`config.mk`:
```
export PLATFORM = sky130hd
export DESIGN_NAME = dec_addr_gen
export DESIGN_NICKNAME = d
export VERILOG_FILES = /design/src/rtl/adg_pkg.sv /design/src/rtl/adg_bcd_check.sv /design/src/rtl/adg_bcd_add.sv /design/src/rtl/adg_locate.sv /design/src/rtl/dec_addr_gen.sv
export SDC_FILE = /design/constraint.sdc
export NUM_CORES = 1
export LEC_CHECK = 0
export CORE_MARGIN = 4
export CORE_UTILIZATION = 41
export CTS_CLUSTER_DIAMETER = 60
export DETAILED_ROUTE_END_ITERATION = 7
export PLACE_DENSITY_LB_ADDON = 0.12
export SLEW_MARGIN = 20
export SYNTH_ARGS = -nofsm -noshare
export SYNTH_HDL_FRONTEND = slang
export SYNTH_SLANG_ARGS = --single-unit
```
`constraint.sdc`:
```
create_clock -name clk_i -period 37.6 [get_ports clk_i]
set_clock_uncertainty 0.05 [all_clocks]
set_input_delay 9.4 -clock clk_i [delete_from_list [all_inputs] [get_ports clk_i]]
set_output_delay 9.4 -clock clk_i [all_outputs]
set_load 0.1 [all_outputs]
```
`src/rtl/adg_pkg.sv`:
```
package adg_pkg;
  typedef enum logic [2:0] {
    ST_IDLE,
    ST_START,
    ST_IND,
    ST_IDX,
    ST_FIN
  } adg_state_e;

  typedef enum logic [1:0] {
    RES_DONE,
    RES_PCHK,
    RES_ACHK
  } adg_res_e;
endpackage

```
`src/rtl/adg_bcd_check.sv`:
```
module adg_bcd_check #(
  parameter int DIGITS = 4
) (
  input  logic [4*DIGITS-1:0] digits_i,
  output logic                bad_o
);
  logic [DIGITS-1:0] bad;
  for (genvar g = 0; g < DIGITS; g++) begin : g_dig
    assign bad[g] = digits_i[4*g +: 4] > 4'd9;
  end
  assign bad_o = |bad;
endmodule

```
`src/rtl/adg_bcd_add.sv`:
```
module adg_bcd_add #(
  parameter int DIGITS = 4
) (
  input  logic [4*DIGITS-1:0] a_i,
  input  logic [4*DIGITS-1:0] b_i,
  output logic [4*DIGITS-1:0] sum_o,
  output logic                carry_o
);
  logic [DIGITS:0] cy;
  assign cy[0] = 1'b0;

  for (genvar g = 0; g < DIGITS; g++) begin : g_dig
    logic [4:0] raw;
    always_comb begin
      raw = {1'b0, a_i[4*g +: 4]} + {1'b0, b_i[4*g +: 4]} + {4'b0, cy[g]};
      if (raw > 5'd9) begin
        sum_o[4*g +: 4] = 4'(raw - 5'd10);
        cy[g+1]         = 1'b1;
      end else begin
        sum_o[4*g +: 4] = raw[3:0];
        cy[g+1]         = 1'b0;
      end
    end
  end
  assign carry_o = cy[DIGITS];
endmodule

```
`src/rtl/adg_locate.sv`:
```
module adg_locate #(
  parameter int DIGITS = 4,
  parameter int PW     = 4,
  parameter int AW     = 18
) (
  input  logic [PW-1:0]       page_i,
  input  logic [4*DIGITS-1:0] digits_i,
  input  logic                common_i,
  input  logic [AW-1:0]       common_size_i,
  input  logic [AW-1:0]       part_base_i,
  output logic [AW-1:0]       off_o,
  output logic [AW-1:0]       abs_o
);
  localparam int SPAN = 10 ** DIGITS;

  always_comb begin
    off_o = '0;
    for (int i = 0; i < DIGITS; i++) begin
      off_o = off_o * AW'(10) + AW'(digits_i[4*(DIGITS-1-i) +: 4]);
    end
    off_o = off_o + AW'(page_i) * AW'(SPAN);
    abs_o = common_i ? off_o : common_size_i + part_base_i + off_o;
  end
endmodule

```
`src/rtl/dec_addr_gen.sv`:
```
module dec_addr_gen
  import adg_pkg::*;
#(
  parameter int DIGITS     = 4,
  parameter int PAGE_W     = 3,
  parameter int AW         = 18,
  parameter int CHAR_W     = 6,
  parameter int PROT_LIMIT = 300
) (
  input  logic                    clk_i,
  input  logic                    rst_ni,
  input  logic                    req_i,
  input  logic [4*DIGITS-1:0]     digits_i,
  input  logic [PAGE_W-1:0]       page_i,
  input  logic                    common_i,
  input  logic [1:0]              idx_sel_i,
  input  logic                    indirect_i,
  input  logic                    ext_n_i,
  input  logic                    write_i,
  input  logic [AW-1:0]           common_size_i,
  input  logic [AW-1:0]           part_base_i,
  input  logic [AW-1:0]           part_size_i,
  output logic                    mem_req_o,
  output logic [AW-1:0]           mem_addr_o,
  input  logic                    mem_valid_i,
  input  logic [DIGITS*CHAR_W-1:0] mem_data_i,
  output logic                    valid_o,
  output logic                    done_o,
  output logic                    pchk_o,
  output logic                    achk_o,
  output logic [AW-1:0]           abs_o
);
  localparam int DW     = 4 * DIGITS;
  localparam int WORD_W = DIGITS * CHAR_W;
  localparam int PW     = PAGE_W + 1;
  localparam int LAST   = 3;  // offset of last character of a word

  adg_state_e        st_q;
  logic [DW-1:0]     dig_q, idx_dig_q;
  logic [PAGE_W-1:0] pg_q, idx_pg_q;
  logic              com_q, ind_q, ext_n_q, wr_q;
  logic [1:0]        sel_q;

  // operand page decode: inverted, leftmost bit weight 1
  logic [PAGE_W-1:0] op_pg;
  for (genvar i = 0; i < PAGE_W; i++) begin : g_op_pg
    assign op_pg[i] = ~page_i[PAGE_W-1-i];
  end

  // fetched word unpack
  logic [DW-1:0]     w_dig;
  logic [PAGE_W-1:0] w_pg;
  logic              w_mode;
  for (genvar k = 0; k < DIGITS; k++) begin : g_word
    localparam int TOP = WORD_W - 1 - k * CHAR_W;
    assign w_dig[4*(DIGITS-1-k) +: 4] = mem_data_i[TOP-CHAR_W+4 -: 4];
    if (k < PAGE_W) begin : g_pg
      assign w_pg[k] = ~mem_data_i[TOP-1];
    end
  end
  assign w_mode = mem_data_i[CHAR_W-1];

  logic bad_op, bad_word;
  adg_bcd_check #(.DIGITS(DIGITS)) u_chk_op (.digits_i(dig_q),  .bad_o(bad_op));
  adg_bcd_check #(.DIGITS(DIGITS)) u_chk_wd (.digits_i(w_dig),  .bad_o(bad_word));

  logic [DW-1:0] sum;
  logic          carry;
  adg_bcd_add #(.DIGITS(DIGITS)) u_add (
    .a_i(dig_q), .b_i(idx_dig_q), .sum_o(sum), .carry_o(carry)
  );

  logic [PW-1:0] fin_pg;
  assign fin_pg = PW'(pg_q) + (ext_n_q ? PW'(0) : PW'(idx_pg_q)) + PW'(carry);

  logic [AW-1:0] ptr_off, ptr_abs, fin_off, fin_abs;
  adg_locate #(.DIGITS(DIGITS), .PW(PW), .AW(AW)) u_loc_ptr (
    .page_i({1'b0, pg_q}), .digits_i(dig_q), .common_i(com_q),
    .common_size_i(common_size_i), .part_base_i(part_base_i),
    .off_o(ptr_off), .abs_o(ptr_abs)
  );
  adg_locate #(.DIGITS(DIGITS), .PW(PW), .AW(AW)) u_loc_fin (
    .page_i(fin_pg), .digits_i(sum), .common_i(com_q),
    .common_size_i(common_size_i), .part_base_i(part_base_i),
    .off_o(fin_off), .abs_o(fin_abs)
  );

  logic [AW-1:0] region, idx_off, idx_abs;
  assign region  = com_q ? common_size_i : part_size_i;
  assign idx_off = AW'(sel_q) * AW'(10) + AW'(1);
  assign idx_abs = common_size_i + part_base_i + idx_off;

  assign mem_req_o  = (st_q == ST_IND) || (st_q == ST_IDX);
  assign mem_addr_o = (st_q == ST_IDX) ? idx_abs : ptr_abs;

  logic     fin_now;
  adg_res_e fin_res;
  always_comb begin
    fin_now = 1'b0;
    fin_res = RES_DONE;
    unique case (st_q)
      ST_START: begin
        if (bad_op) begin
          fin_now = 1'b1; fin_res = RES_PCHK;
        end else if (ind_q) begin
          if (ptr_off + AW'(LAST) >= region) begin
            fin_now = 1'b1; fin_res = RES_ACHK;
          end
        end else if (sel_q != 2'd0) begin
          if (idx_off + AW'(LAST) >= part_size_i) begin
            fin_now = 1'b1; fin_res = RES_ACHK;
          end
        end
      end
      ST_IDX: begin
        if (mem_valid_i && bad_word) begin
          fin_now = 1'b1; fin_res = RES_PCHK;
        end
      end
      ST_FIN: begin
        fin_now = 1'b1;
        if (fin_off >= region)                                  fin_res = RES_ACHK;
        else if (com_q && wr_q && fin_off < AW'(PROT_LIMIT))    fin_res = RES_PCHK;
        else                                                    fin_res = RES_DONE;
      end
      default: ;
    endcase
  end

  always_ff @(posedge clk_i or negedge rst_ni) begin
    if (!rst_ni) begin
      st_q      <= ST_IDLE;
      dig_q     <= '0;
      idx_dig_q <= '0;
      pg_q      <= '0;
      idx_pg_q  <= '0;
      com_q     <= 1'b0;
      ind_q     <= 1'b0;
      ext_n_q   <= 1'b1;
      wr_q      <= 1'b0;
      sel_q     <= '0;
      valid_o   <= 1'b0;
      done_o    <= 1'b0;
      pchk_o    <= 1'b0;
      achk_o    <= 1'b0;
      abs_o     <= '0;
    end else begin
      valid_o <= fin_now;
      done_o  <= fin_now && (fin_res == RES_DONE);
      pchk_o  <= fin_now && (fin_res == RES_PCHK);
      achk_o  <= fin_now && (fin_res == RES_ACHK);
      if (fin_now && fin_res == RES_DONE) abs_o <= fin_abs;

      if (fin_now) begin
        st_q <= ST_IDLE;
      end else begin
        unique case (st_q)
          ST_IDLE: if (req_i) begin
            dig_q     <= digits_i;
            pg_q      <= op_pg;
            com_q     <= common_i;
            sel_q     <= idx_sel_i;
            ind_q     <= indirect_i;
            ext_n_q   <= ext_n_i;
            wr_q      <= write_i;
            idx_dig_q <= '0;
            idx_pg_q  <= '0;
            st_q      <= ST_START;
          end
          ST_START: begin
            if (ind_q)                 st_q <= ST_IND;
            else if (sel_q != 2'd0)    st_q <= ST_IDX;
            else                       st_q <= ST_FIN;
          end
          ST_IND: if (mem_valid_i) begin
            dig_q <= w_dig;
            pg_q  <= w_pg;
            com_q <= w_mode;
            ind_q <= 1'b0;
            st_q  <= ST_START;  // re-check digits, then index
          end
          ST_IDX: if (mem_valid_i) begin
            idx_dig_q <= w_dig;
            idx_pg_q  <= w_pg;
            st_q      <= ST_FIN;
          end
          default: st_q <= ST_IDLE;
        endcase
      end
    end
  end
endmodule

```
==> flow_summary.ini, run 1 <==
[run_status]
status = finished clean

[clocking]
cts.htree.levels = 3
cts_tree = built
cts_sinks = 69
cts_resized = 0
worstSkewPairLatency_ns = 0.37
postCtsHoldBufs = 0
numCtsBuffers = 9
path_clk_slew_ns = 0.07
clockBufferDepth = 2
post_cts_buffers = 0
cts-root-buf = clkbuf_16

[placement]
gp_congestion = 0.974
dp_hpwl_um = 32200
port_buffers = 143

[grt]
grt_start_max_net_pins = 76
busiest_layer = met2
antenna_found_initial = 3
grt_usage_pct = 21.3
grt_pass1_vias = 12000
grtUsageMet1_pct = 30.4
use_met2_pct = 34.7
met3_usage_pct = 2.40
gr-total-overflow = 0
grt_pass1_wl_um = 61900

[synthesis]
yosysWarnings = 0
ys_seq_area_share_pct = 12.8
synth_largest_area_cell = ha_1
synth.avg_cell_area_um2 = 8.18
yosysMostFrequentCell = ha_1
synth.distinct_cells = 70
synthArstFlopShare_pct = 100
yosys.area.top_type_share_pct = 24.2
synth_commonest_cells = 260 x ha_1, 148 x o21ai_0, 147 x nand2_1
syn_inst = 1644
ys_ff_latch = 69
syn_area_mm2 = 0.0134
synth-edff-count = 0
synthTopCellsByArea = ha_1 24%, dfrtp_1 13%, xnor2_1 7.0%, o21ai_0 5.5%, xor2_1 5.1%
synthFlopType = dfrtp_1

[route]
vias = 12100
vias_per_cell = 5.41
drt_pass1_iterations = 6
drc = 0
wl_per_cell_um = 17.1
drt_wl_total_um = 38100
drt_iter0_drc = 633
antenna_left = 0

[job]
max_cap_viol_count = 0

[finish]
nFillCells = 3242
nets = 2174
multi_input_area_mm2 = 0.0112
drive_gt1_share_pct = 4.38
seqCellArea_mm2 = 0.00173
syn_to_final_growth_pct = 17.0

[floorplanning]
die_area_mm2 = 0.0358
die_w_um = 189
rows = 66
fp.dieH_um = 189
ios = 148
start_util_pct = 41.4
core_mm2 = 0.0325

[sta]
holdWs_ns = 0.427
rsz0062_at_grt = no
finalHoldViolations = 0
report.final.slew_viol_count = 0
post-route-min-period_ns = 25.03
finalSetupViolations = 0
fmax_mhz = 40.0
period_share_pct = 66.6
final.setup.tns_ns = 0
tightestPinTransition_ns = 1.05
max-slew-margin-rel_pct = 29.4

[setup_path]
end_kind = output port
path_class = in2out
crit_fanout = 5
start_kind = input pin
critPathArrivalTime_ns = 15.58
required_ns = 28.15

[hold_path]
hp-class = reg2reg
[flip-flops by register name (all words and copies together) (netlist names)]
| register | cells |
|---|---|
| ext_n_q | 1 |
| idx_pg_q | 3 |
| achk_o | 1 |
| sel_q | 2 |
| valid_o | 1 |
| idx_dig_q | 16 |
| pg_q | 3 |
| com_q | 1 |
| done_o | 1 |
| ind_q | 1 |
| dig_q | 16 |
| wr_q | 1 |
| st_q | 3 |
| abs_o | 18 |
| pchk_o | 1 |
[stage by stage]
stage | std cells | instance area (µm²) | setup slack [ns] | utilization, %
after CTS | 2223 | 15700 | 12.68 | 48.5
after floorplan | 1645 | 13500 | 13.23 | -
after detailed placement | 2207 | 15400 | 12.70 | 47.4
after global placement | 2207 | 15400 | 12.68 | 47.4
after global routing | 2226 | 15700 | 12.15 | 48.5
final | 2226 | 15700 | 12.57 | 48.5
[cells in the final DEF, fill, tap and decap left out, types with 43 or more instances in the layout]
| master | instances |
|---|---|
| a21o_1 | 53 |
| a21oi_1 | 111 |
| clkdlybuf4s50_1 | 142 |
| dfrtp_1 | 67 |
| ha_1 | 260 |
| inv_1 | 107 |
| mux2i_1 | 43 |
| nand2_1 | 147 |
| nor2_1 | 107 |
| o21ai_0 | 148 |
| xnor2_1 | 107 |
| xor2_1 | 79 |
[final timing paths]
check / from / endpoint / slack [ns] / cells past startpoint
setup / recovery: part_base_i[0] / mem_addr_o[17] / 12.57 / 22
hold / removal: idx_pg_q[2] / idx_pg_q[2] / 0.43 / 2
setup reg to reg: dig_q[0] / abs_o[7] / 19.06 / 68
hold reg to reg: idx_pg_q[2] / idx_pg_q[2] / 0.43 / 2
max in group asynchronous: rst_ni / com_q / 27.68 / 1
min in group asynchronous: rst_ni / idx_dig_q[13] / 9.13 / 1
[per-layer routing]
metal,vias up,part of all wire [%]
met3,33,3.9
met2,212,45
met4,0,1.8
met1,5639,50
li1,6167,-
met5,-,0
[final cells by class]
type / instances / area share (%)
clock buffers: 10 / 1.52
diodes: 3 / 0.0477
clock inverters: 6 / 0.596
inverters: 107 / 2.55
multi-input cells: 1434 / 71.1
repair buffers: 155 / 9.65
flip-flops and latches: 69 / 11.0
well taps: 442 / 3.51
[cell families (layout without fill, tap and decap cells)]
kind of cell | Yosys count | in the layout | synth area share [%]
compound gates | 452 | 452 | 21.2
xor+xnor | 187 | 187 | 12.2
fa+ha+maj | 294 | 294 | 29.0
buf+inv | 142 | 278 | 4.07
flops | 69 | 69 | 12.8
mux | 67 | 67 | 5.29
other cells | 1 | 5 | 0.0279
simple gates | 432 | 432 | 15.3
[worst max-delay path, stage by stage]
cell and delay [ns]:
clkdlybuf4s50_1 0.46, ha_1 0.25, fa_1 0.41, a21o_1 0.19, a211oi_1 0.36, nor2_1 0.12, nor2_1 0.14, xnor2_1 0.13
buf_4 0.19, ha_1 0.29, a2111oi_0 0.59, nand2_1 0.12, o21bai_1 0.22, a221oi_1 0.35, a21oi_1 0.18, a31oi_1 0.30
o21ai_0 0.18, o21ai_0 0.17, a21oi_1 0.07, xor2_1 0.15, mux2i_1 0.15, clkdlybuf4s50_1 1.16
Power of run 1 is not shown: default switching activity piles up to over one toggle a cycle in this logic, so the estimate is an artifact.
==> run 2: changes to the inputs <==
clock period = 22.6 ns   (was 37.6 ns; I/O delays follow)
==> run 2 against run 1 <==
  * Register-to-register slack lost 15 ns
  * Sequential cell count stayed put
  * Utilization decreased by 0.050 points
  * Worst hold slack is essentially flat
  * Sequential share of layout area about the same
  * Global-route usage hardly changed
==> flow_summary.ini, run 2 (synthesis gave the netlist of run 1 again) <==
[setup_path]
reg2reg_to = abs_o[8]
cp-startpoint = dig_q[0]
crit_top_cell = ha_1
required_ns = 22.78
end_kind = flip-flop
cpPeakStageDelay_ns = 0.88
critPathArrivalTime_ns = 18.65
slowest_stage = a221oi_1
crit_fanout = 19
start_kind = flip-flop
critPathCapture = abs_o[8]
ff2ff_setup_slack_ns = 4.13
r2r_start = dig_q[0]
path_class = reg2reg
r2r_cells = 68

[sta]
finalHoldViolations = 0
post-route-min-period_ns = 18.47
rsz0062_at_grt = no
final.setup.tns_ns = 0
max-slew-margin-rel_pct = 30.8
tightestPinTransition_ns = 1.04
period_share_pct = 81.7
finalSetupViolations = 0
report.final.slew_viol_count = 0
fmax_mhz = 54.2

[clocking]
cts_resized = 0
post_cts_buffers = 0
cts-root-buf = clkbuf_16
postCtsHoldBufs = 0
numCtsBuffers = 9
worstSkewPairLatency_ns = 0.36
cts_tree = built
cts.htree.levels = 3
cts_sinks = 69
clockBufferDepth = 2
path_clk_slew_ns = 0.07

[grt]
grt_start_max_net_pins = 76
grt_usage_pct = 21.3
grt_pass1_vias = 11800
gr-total-overflow = 0
grt_pass1_wl_um = 61700
antenna_found_initial = 3

[finish]
layout_common_cells = 260 x ha_1, 148 x o21ai_0, 147 x nand2_1, 142 x clkdlybuf4s50_1, 111 x a21oi_1
largest-register = abs_o
nets = 2175
drive_gt1_share_pct = 4.43
nFillCells = 3189
syn_to_final_growth_pct = 16.9
final_common_cell = ha_1
largest_reg_flops = 18
largest_registers = abs_o x18, dig_q x16, idx_dig_q x16

[route]
wl_per_cell_um = 17.0
drc = 0
antenna_left = 0
drt_pass1_iterations = 5
vias_per_cell = 5.41
drt_iter0_drc = 814
drt_wl_total_um = 37900
vias = 12100

[run_status]
status = finished clean

[placement]
dp_hpwl_um = 32300
gp_congestion = 0.981
port_buffers = 143

[floorplanning]
start_util_pct = 41.4
die_w_um = 189
die_area_mm2 = 0.0358
core_mm2 = 0.0325
fp.dieH_um = 189
rows = 66
ios = 148

[job]
max_cap_viol_count = 0

[hold_path]
hp-class = reg2reg
hp-start = idx_pg_q[2]
-- run 2: cell count changes in the layout (fill, tap and decap cells not counted) --
| cell | delta |
|---|---|
| clkinv_4 | +1 |
| clkinvlp_4 | -1 |
| buf_4 | +1 |
| clkinv_2 | +1 |
| bufinv_16 | -1 |
-- run 2: metal layers --
metal / up-vias / GRT usage, % / part of all wire, %
met2: 219 / 34.3 / 44
met1: 5643 / 31.0 / 50
li1: 6155 / - / -
met4: 0 / 4.68 / 1.7
met5: - / 0 / 0
met3: 34 / 1.97 / 4.4
-- run 2: per-stage QoR --
| stage | utilization [%] | hold slack, ns | std cells | setup slack [ns] | instance area, µm² |
|---|---|---|---|---|---|
| detailed placement | 47.5 | 0.414 | 2208 | 4.00 | 15400 |
| global route | 48.4 | 0.460 | 2227 | 2.47 | 15700 |
| global placement | 47.5 | 0.418 | 2208 | 4.30 | 15400 |
| floorplan | - | 0.391 | 1645 | 5.73 | 13500 |
| CTS | 48.4 | 0.430 | 2224 | 3.92 | 15700 |
| finish | 48.4 | 0.427 | 2227 | 4.13 | 15700 |
-- run 2: how the worst min path moves through the flow --
stage | slack [ns] | end | depth (start not counted)
final | 0.43 | idx_pg_q[2] | 2
after global routing | 0.46 | idx_dig_q[14] | 2
after CTS | 0.43 | idx_pg_q[2] | 2
after detailed placement | 0.41 | idx_pg_q[2] | 2
after global placement | 0.42 | idx_pg_q[2] | 2
after floorplan | 0.39 | idx_pg_q[2] | 2
-- run 2: final cells by class --
type,count,area (µm²),share of cell area (%)
antenna,3,7.51,0.0478
inverter,107,402,2.56
multi-input combinational,1434,11200,71.2
tap,442,553,3.52
sequential,69,1730,11.0
timing repair buffer,156,1530,9.71
clock buffer,10,239,1.52
clock inverter,6,70.1,0.446
-- run 2: worst max-delay path, delay by kind of cell (launching register included) --
family | cells | cell delay [ns]
AO/OA/AOI/OAI | 20 | 5.71
flip-flops | 1 | 0.58
adder cells (fa/ha/maj) | 21 | 6.74
AND/OR/NAND/NOR | 11 | 2.06
buffers and inverters | 7 | 0.67
XOR/XNOR | 8 | 2.09
multiplexers | 1 | 0.41
Power of run 2 is left out for the same reason.
==> run 3: changes to the inputs <==
clock period = 19.35 ns   (was 22.6 ns; I/O delays follow)
==> run 3 against run 2 <==
  * Setup slack lost 2.6 ns
  * Non-clock buffer count is 1 higher
  * Global-route usage barely moved
  * Maximum frequency increased by 3.5%
  * Via count barely moved
==> flow_summary.ini, run 3 (synthesis gave the netlist of run 1 again) <==
[placement]
dp_hpwl_um = 32600
gp_congestion = 0.986
port_buffers = 143

[clocking]
clockBufferDepth = 2
cts_tree = built
cts-root-buf = clkbuf_16
path_clk_slew_ns = 0.07
cts_sinks = 69
postCtsHoldBufs = 0
numCtsBuffers = 9
cts.htree.levels = 3
worstSkewPairLatency_ns = 0.37
post_cts_buffers = 0

[finish]
final_common_cell = ha_1
largest-register = abs_o
largest_registers = abs_o x18, dig_q x16, idx_dig_q x16
largest_reg_flops = 18
nets = 2176
nFillCells = 3209
seqCellArea_mm2 = 0.00173
layout_common_cells = 260 x ha_1, 148 x o21ai_0, 147 x nand2_1, 142 x clkdlybuf4s50_1, 111 x a21oi_1
multi_input_area_mm2 = 0.0112
drive_gt1_share_pct = 4.54
syn_to_final_growth_pct = 16.9

[floorplanning]
rows = 66
start_util_pct = 41.4
die_w_um = 189
core_mm2 = 0.0325
ios = 148
die_area_mm2 = 0.0358
fp.dieH_um = 189

[setup_path]
start_kind = flip-flop
r2r_start = dig_q[0]
slowest_stage = dfrtp_1
end_kind = flip-flop
path_class = reg2reg
critPathArrivalTime_ns = 18.03
required_ns = 19.54
reg2reg_to = abs_o[6]
crit_top_cell = ha_1
ff2ff_setup_slack_ns = 1.51
r2r_cells = 69
crit_fanout = 19
cpPeakStageDelay_ns = 0.60

[sta]
max-slew-margin-rel_pct = 33.3
rsz0062_at_grt = no
tightestPinTransition_ns = 0.992
finalSetupViolations = 0
final.setup.tns_ns = 0
post-route-min-period_ns = 17.84
period_share_pct = 92.2
report.final.slew_viol_count = 0
fmax_mhz = 56.0
finalHoldViolations = 0

[grt]
grt_pass1_wl_um = 61500
gr-total-overflow = 0
grt_pass1_vias = 11800
grt_usage_pct = 21.3
grt_start_max_net_pins = 76
antenna_found_initial = 1

[route]
drt_wl_total_um = 38500
drc = 0
drt_iter0_drc = 726
drt_pass1_iterations = 5
vias_per_cell = 5.42
vias = 12100
antenna_left = 0
wl_per_cell_um = 17.3

[hold_path]
worstHoldPathCells = 2
hp-start = idx_pg_q[2]
hp-class = reg2reg
hold_end = idx_pg_q[2]

[job]
max_cap_viol_count = 0

[run_status]
status = finished clean
==> run 3: routing by layer <==
layer | share of wire [%] | GRT usage, % | vias up
met5 | 0 | 0 | -
met4 | 1.6 | 4.90 | 0
met3 | 4.3 | 2.12 | 31
met2 | 44 | 34.5 | 244
met1 | 50 | 30.8 | 5631
li1 | - | - | 6153
==> run 3: what timing repair did <==
item / in CTS / in global routing
hold endpoints to repair: 0 / 0
resized for setup: 0 / 1
endpoints found under the setup margin: 0 / 12
==> run 3: worst max path at each step <==
stage | start | endpoint | slack (ns) | depth (start not counted)
after floorplan | dig_q[0] | abs_o[2] | 3.47 | 71
after global placement | dig_q[0] | abs_o[14] | 1.60 | 69
after detailed placement | dig_q[0] | abs_o[6] | 1.26 | 69
after CTS | dig_q[0] | abs_o[6] | 1.19 | 69
after global routing | dig_q[0] | abs_o[6] | 0.14 | 69
final | dig_q[0] | abs_o[6] | 1.51 | 69
==> run 3: final cells by class <==
| type | count | area share [%] |
|---|---|---|
| multi-input combinational | 1434 | 71.2 |
| tap | 442 | 3.52 |
| clock buffer | 11 | 1.61 |
| timing repair buffer | 157 | 9.76 |
| clock inverter | 5 | 0.374 |
| sequential | 69 | 11.0 |
| antenna | 1 | 0.0159 |
| inverter | 107 | 2.55 |
==> run 3: worst max-delay path, delay by kind of cell, from the launching register on <==
kind / cells / cell delay (ns)
buffers and inverters: 8 / 0.88
XOR/XNOR: 8 / 2.05
flip-flops: 1 / 0.60
multiplexers: 1 / 0.39
AND/OR/NAND/NOR: 11 / 1.86
adder cells (fa/ha/maj): 21 / 6.75
AO/OA/AOI/OAI: 20 / 5.13
==> run 3: through the flow <==
stage	worst slack [ns]	hold WS [ns]	util, %	instances	area (µm²)
after floorplan	3.47	0.391	-	1645	13500
after global placement	1.60	0.416	47.5	2209	15400
after detailed placement	1.26	0.420	47.5	2209	15400
after CTS	1.19	0.434	48.4	2225	15700
after global routing	0.136	0.462	48.5	2226	15700
final	1.51	0.424	48.5	2226	15700
Power of run 3 is left out for the same reason.
